--- src/rtl/cache_row_remap_pkg.sv ---
package cache_row_remap_pkg;

    parameter int ROW_W       = 6;
    parameter int NUM_SPARE   = 2;
    parameter int SPARE_IDX_W = (NUM_SPARE > 1) ? $clog2(NUM_SPARE) : 1;
    parameter int PHYS_W      = ROW_W + 1;

    typedef logic [ROW_W-1:0]       row_t;
    typedef logic [PHYS_W-1:0]      phys_t;
    typedef logic [SPARE_IDX_W-1:0] spare_idx_t;

    typedef enum logic {
        CAP_FULL = 1'b0,
        CAP_HALF = 1'b1
    } cap_mode_e;

    typedef struct packed {
        logic [NUM_SPARE-1:0] vld;
        row_t [NUM_SPARE-1:0] row;
        cap_mode_e            mode;
        logic                 keep;
    } fuse_cfg_t;

    typedef struct packed {
        logic       hit;
        spare_idx_t idx;
    } spare_sel_t;

    function automatic row_t fold_row(row_t r, cap_mode_e m, logic keep);
        row_t f;
        f = r;
        if (m == CAP_HALF) f[ROW_W-1] = keep;
        return f;
    endfunction

    function automatic phys_t make_phys(row_t r, spare_sel_t s);
        if (s.hit) return {1'b1, ROW_W'(s.idx)};
        return {1'b0, r};
    endfunction

endpackage

--- src/rtl/cache_row_remap_fuse_hold.sv ---
module cache_row_remap_fuse_hold
    import cache_row_remap_pkg::*;
(
    input  logic      clk,
    input  logic      rst,
    input  fuse_cfg_t fuse_in,
    output fuse_cfg_t cfg,
    output logic      ready
);
    fuse_cfg_t cfg_q;
    logic      ready_q;

    always_ff @(posedge clk) begin
        if (rst) begin
            cfg_q   <= '0;
            ready_q <= 1'b0;
        end else if (!ready_q) begin
            cfg_q   <= fuse_in;
            ready_q <= 1'b1;
        end
    end

    assign cfg   = cfg_q;
    assign ready = ready_q;
endmodule

--- src/rtl/cache_row_remap_match.sv ---
module cache_row_remap_match
    import cache_row_remap_pkg::*;
(
    input  fuse_cfg_t  cfg,
    input  row_t       row,
    output spare_sel_t sel
);
    logic [NUM_SPARE-1:0] hits;

    for (genvar k = 0; k < NUM_SPARE; k++) begin : g_cmp
        assign hits[k] = cfg.vld[k] && (cfg.row[k] == row);
    end

    always_comb begin
        sel = '0;
        for (int k = NUM_SPARE - 1; k >= 0; k--) begin
            if (hits[k]) begin
                sel.hit = 1'b1;
                sel.idx = SPARE_IDX_W'(k);
            end
        end
    end
endmodule

--- src/rtl/cache_row_remap.sv ---
module cache_row_remap
    import cache_row_remap_pkg::*;
(
    input  logic                       clk,
    input  logic                       rst,
    input  logic [NUM_SPARE-1:0]       fuse_spare_vld,
    input  logic [NUM_SPARE*ROW_W-1:0] fuse_spare_row,
    input  logic                       fuse_half_off,
    input  logic                       fuse_half_keep,
    input  logic [ROW_W-1:0]           acc_row,
    output logic                       cfg_ready,
    output logic [PHYS_W-1:0]          phys_row,
    output logic                       spare_hit,
    output logic                       cap_reduced
);
    fuse_cfg_t  fuse_in;
    fuse_cfg_t  cfg;
    row_t       folded;
    spare_sel_t sel;

    always_comb begin
        fuse_in      = '0;
        fuse_in.vld  = fuse_spare_vld;
        for (int k = 0; k < NUM_SPARE; k++)
            fuse_in.row[k] = fuse_spare_row[k*ROW_W +: ROW_W];
        fuse_in.mode = fuse_half_off ? CAP_HALF : CAP_FULL;
        fuse_in.keep = fuse_half_keep;
    end

    cache_row_remap_fuse_hold u_hold (
        .clk     (clk),
        .rst     (rst),
        .fuse_in (fuse_in),
        .cfg     (cfg),
        .ready   (cfg_ready)
    );

    assign folded = fold_row(acc_row, cfg.mode, cfg.keep);

    cache_row_remap_match u_match (
        .cfg (cfg),
        .row (folded),
        .sel (sel)
    );

    assign phys_row    = make_phys(folded, sel);
    assign spare_hit   = sel.hit;
    assign cap_reduced = (cfg.mode == CAP_HALF);
endmodule

--- config.mk ---
export PLATFORM = sky130hd
export DESIGN_NAME = cache_row_remap
export DESIGN_NICKNAME = d
export VERILOG_FILES = /design/src/rtl/cache_row_remap_pkg.sv /design/src/rtl/cache_row_remap_fuse_hold.sv /design/src/rtl/cache_row_remap_match.sv /design/src/rtl/cache_row_remap.sv
export SDC_FILE = /design/constraint.sdc
export NUM_CORES = 1
export LEC_CHECK = 0
export BUFFER_PORTS_ARGS = -buffer_cell sky130_fd_sc_hd__buf_2
export CAP_MARGIN = 40
export CORE_MARGIN = 5
export CORE_UTILIZATION = 52
export CTS_BUF_LIST = sky130_fd_sc_hd__clkbuf_2 sky130_fd_sc_hd__clkbuf_4 sky130_fd_sc_hd__clkbuf_8
export DETAILED_ROUTE_END_ITERATION = 7
export PLACE_DENSITY = 0.95
export SLEW_MARGIN = 40
export SYNTH_ARGS = -nofsm -noshare
export SYNTH_HDL_FRONTEND = slang
export SYNTH_SLANG_ARGS = --single-unit
--- constraint.sdc ---
create_clock -name clk -period 3.3 [get_ports clk]
set_input_delay 0.66 -clock clk [delete_from_list [all_inputs] [get_ports clk]]
set_output_delay 0.66 -clock clk [all_outputs]
set_load 0.01 [all_outputs]
* Word level (Yosys, flattened, before mapping) *
Index checks and enable logic that the tools add are counted.

word-level totals
  register bits after elaboration = 17
  input bits = 24
  output and inout port bits = 10
  word-level logic and storage cells = 18

operators by class
  equal/unequal tests = 2
  mux-type cells = 8
  reductions and logical operators = 2

operator list
  operator             count
  2-to-1 mux 7 bit     2
  equality test 6 bit  2
  2-to-1 mux 1 bit     4
  2-to-1 mux 2 bit     2
  logical AND 1 bit    2

* Logic depth before layout (Yosys ltp) *
  depth after elaboration = 7
  gate-level depth with buffers = 5
  depth with buffers taken out = 4

* Cells and area by module *
A second synthesis with hierarchy kept.

second synthesis, totals
  cells, all modules = 80
  area total of the unflattened synthesis = 828.3 um^2

modules (own cells, without submodules)
  module                     times used  cells each  area each (um^2)  seq. area each (um^2)
  cache_row_remap_fuse_hold  1           54          605.6             340.3
  cache_row_remap_match      1           18          145.1             0.0
  cache_row_remap            1           8           77.6              0.0

* Worst setup path after synthesis *
No wires, ideal clock.

  path kind = input -> output
  start point = in acc_row[5]
  end point = out phys_row[6]
  arrival time = 1596 ps
  required time = 2640 ps
  path slack = 1044 ps
  stages = 5
  cell sequence = mux2i_2 -> xnor2_1 -> nor3_4 -> or2_1 -> buf_4

on the way
  word-level cells in the longest chain between the ends = 7
  elaborated cells on any way between the ends = 9
  those cells by class = eq/ne (2); mux (5); reduce/logical (2)

ends and longest elaborated chain
  element               line                         source
  start: declaration    cache_row_remap.sv:10        input logic [ROW_W-1:0] acc_row,
  2-to-1 mux 1 bit (*)  cache_row_remap_pkg.sv:32    if (m == CAP_HALF) f[ROW_W-1] = keep;
  equality test 6 bit   cache_row_remap_match.sv:11  assign hits[k] = cfg.vld[k] && (cfg.row[k] == row);
  logical AND 1 bit     cache_row_remap_match.sv:11
  2-to-1 mux 2 bit      cache_row_remap_match.sv:17  if (hits[k]) begin
  2-to-1 mux 2 bit (*)  cache_row_remap_match.sv:17
  via spare_hit         cache_row_remap.sv:13        output logic spare_hit,
  2-to-1 mux 1 bit (*)  cache_row_remap_pkg.sv:37    if (s.hit) return {1'b1, ROW_W'(s.idx)};
  2-to-1 mux 7 bit (*)  cache_row_remap_pkg.sv:38    return {1'b0, r};
  end: declaration      cache_row_remap.sv:12        output logic [PHYS_W-1:0] phys_row,

The timed path passes the listed nets; every way through them passes the cells marked *.

* Worst setup path after layout *
  start point = in acc_row[5]
  end point = out phys_row[0]

on the way
  word-level cells in the longest chain between the ends = 7
  elaborated cells on any way between the ends = 10
  those cells by class = eq/ne (2); mux (6); reduce/logical (2)

ends and longest elaborated chain
  element                                               line
  2-to-1 mux 1 bit (*)                                  cache_row_remap_pkg.sv:32
  equality test 6 bit                                   cache_row_remap_match.sv:11
  logical AND 1 bit                                     cache_row_remap_match.sv:11
  2-to-1 mux 2 bit                                      cache_row_remap_match.sv:17
  2-to-1 mux 2 bit (*)                                  cache_row_remap_match.sv:17
  2-to-1 mux 7 bit or 2-to-1 mux 1 bit (tied branches)  cache_row_remap_pkg.sv:37
  2-to-1 mux 7 bit (*)                                  cache_row_remap_pkg.sv:38

Mark *: on every way between the ends. The rest lies on a longest branch, timed or not. The select of a mux whose other input is x is not followed.

==> impl_metrics.csv <==
group,metric,value,unit
placement,gp_congestion,0.732,
placement,port_buffers,33,
die,start_util,54.5,%
worst_setup_path,cpPeakStageDelay,0.29,ns
worst_setup_path,endpoint_kind,"primary output",
layout,synthToLayoutAreaGrowth,24.3,%
global_route,grt_pass1_vias,666,
layout,drive_gt1_share,36.0,%
worst_hold_path,min_path_type,"reg2reg",
drt,detail_route.first_pass.iterations,4,
drt,drc,0,
timing,setup_viol,0,
drt,drt_wl_total,1630,um
worst_setup_path,worstPathArrival,1.76,ns
clock_tree,worstSkewPairLatency,0.28,ns
die,dieHeight,49.5,um
worst_setup_path,cp.required,2.64,ns
timing,fin_skew,0.00425,ns
synthesis,synth_seq_cells,17,
worst_setup_path,critical_path_buf_inv_count,2,
timing,hold_ws,0.510,ns
worst_setup_path,r2r-start,"u_hold.ready",
flow_run,cap_violations,0,
worst_setup_path,critPathLaunchType,"primary input",
worst_setup_path,critPathKind,"in2out",
worst_setup_path,crit_start,"acc_row[5]",
worst_hold_path,hold_end,"u_hold.cfg[14]",
die,fp.dieW,49.5,um
drt,first_iter_violations,8,
worst_setup_path,r2r_end,"u_hold.cfg[3]",
layout,register_area,340,um^2
synthesis,ys_types,16,
clock_tree,cts_buffers,3,
drt,vias,640,
timing,finalHoldViolations,0,
synthesis,synthesis.area,812,um^2
clock_tree,post_cts_buffers,0,
synthesis,syn_nets,105,
power,power_density,413,mW/mm^2
clock_tree,cts-root-buf,"clkbuf_4",
placement,dp.cells,126,
clock_tree,cts_max_path_buffers,2,
layout,antenna_cells,0,
drt,drtAntennaViolNets,0,
timing,grt_setup_unrepaired,"false",
die,dieArea,0.00245,mm^2
worst_hold_path,worst_hold_startpoint,"u_hold.cfg[14]",
worst_setup_path,worstRegToRegCells,3,
clock_tree,cts-hold-fix-buffers,0,
worst_setup_path,crit_chain,"buf_2, mux2i_2, xnor2_1, nor3_4, o21ba_1, buf_2",
timing,slew_headroom,80.0,%
drt,drt-vias-per-instance,4.92,
synthesis,ys_seq_area_share,41.9,%
outcome,outcome,"complete, no violations",
timing,fmax,413,MHz
worst_setup_path,regToRegSetupSlack,2.26,ns
power,ir_drop,399,uV
layout,final_cells,130,
worst_setup_path,worst_path_most_repeated_cell,"buf_2",
power,p_leak,0.491,nW
die,std_cell_rows,14,
worst_hold_path,holdPathStages,2,
global_route,grtUsageTotal,14.4,%
clock_tree,clkSinkCount,17,
layout,final_nets,139,
layout,n_fill_cell,112,
synthesis,syn_inst,81,
synthesis,syn_avg_cell_area,10.0,um^2
worst_setup_path,path_delay_family,"simple AND/OR/NAND/NOR gates",
timing,fin_crit_sh,73.3,%
global_route,overflow,0,
timing,setup_tns,0,ns
timing,fin_crit,2.42,ns
clock_tree,cts.clk_slew.worst_paths,0.09,ns
clock_tree,htree_levels,1,
global_route,grt_pass1_wl,2840,um
clock_tree,cts_tree,"yes",
synthesis,yosysWarnings,0,
drt,wl_per_cell,12.5,um
die,boundaryPins,34,
global_route,grt_max_degree,18,
layout,multi_input_area,443,um^2
clock_tree,cts_resized,0,
worst_setup_path,crit_fanout,7,
worst_setup_path,crit_path_top_delay_cell,"nor3_4",
timing,worst_pin_slew,0.299,ns
timing,finalMaxSlewViolations,0,
global_route,antenna_found_initial,0,
die,core-area,0.00149,mm^2
==> final cells by class <==
type,count,area share [%]
clock buffer,4,2.97
inverter,1,0.372
multi-input combinational,58,43.9
sequential,17,33.7
tap,16,1.98
timing repair buffer,34,17.1
==> synth_stat cells <==
library cell  instances  area share (%)
or2_1                 1            0.77
buf_2                 2             1.2
nor2_1               16             7.4
dfxtp_1              17              42
o21ba_1               1             1.2
mux2i_2               1             1.7
nor3_4                2             4.0
nand4_1               2             1.5
inv_1                 1            0.46
buf_4                 1            0.92
nand2_1               2            0.92
nor3b_1               4             3.7
xnor2_1              12              13
mux2i_1              16              20
clkbuf_1              2            0.92
nor3_1                1            0.62
==> tightest hold or removal path: stages (launching register included) <==
cell	delay [ns]
dfxtp_1	0.34
mux2i_1	0.07
nor2_1	0.07
==> where the power goes <==
part | total, mW | internal (mW) | switching (mW) | leakage [nW]
clock | 0.114 | 0.0551 | 0.0589 | 0.0184
sequential | 0.226 | 0.218 | 0.00822 | 0.141
combinational | 0.0773 | 0.0406 | 0.0366 | 0.332
total | 0.417 | 0.313 | 0.104 | 0.491
==> state kept, by name, summed over array words and instances, names as in the netlist <==
name	flops
u_hold.ready	1
u_hold.cfg	16
==> placed cells by master (no fill, tap or decap), drive strengths merged <==
master / instances
buf: 34
nand4: 2
mux2i: 17
xnor2: 12
inv: 1
clkbuf: 4
nor3: 3
or2: 1
nor3b: 4
o21ba: 1
nand2: 2
dfxtp: 17
nor2: 16
==> metrics by stage <==
stage / instance area (um^2) / util [%] / power (mW) / setup slack (ns)
after floorplan: 812 / - / 0.280 / 1.04
after global placement: 980 / 65.8 / 0.306 / 0.912
after detailed placement: 980 / 65.8 / 0.309 / 0.865
after CTS: 1010 / 67.8 / 0.421 / 0.860
after global routing: 1010 / 67.8 / 0.441 / 0.738
final: 1010 / 67.8 / 0.417 / 0.881
==> kinds of logic (layout without fill, tap and decap cells) <==
group,after synthesis,in the layout,synth area share [%]
xor gates and xnor gates,12,12,12.9
AOI/OAI and AO/OA,1,1,1.23
DFF,17,17,41.9
buffers and inverters,6,39,3.54
muxes,17,17,21.4
and+or+nand+nor,28,28,19.0
==> worst max-delay path by stage <==
stage                        to  slack (ns)  cells past startpoint
detailed placement  phys_row[0]        0.86                      6
floorplan           phys_row[6]        1.04                      5
global route        phys_row[0]        0.74                      5
global placement    phys_row[0]        0.91                      6
finish              phys_row[0]        0.88                      6
CTS                 phys_row[0]        0.86                      6
==> layer usage <==
metal / up-vias / part of all wire (%) / GRT usage, %
li1: 334 / - / -
met1: 284 / 39 / 16.6
met2: 18 / 53 / 25.3
met3: 4 / 5.7 / 2.71
met4: 0 / 2.5 / 6.99
met5: - / 0 / 0
(Power assumes the default switching activity.)
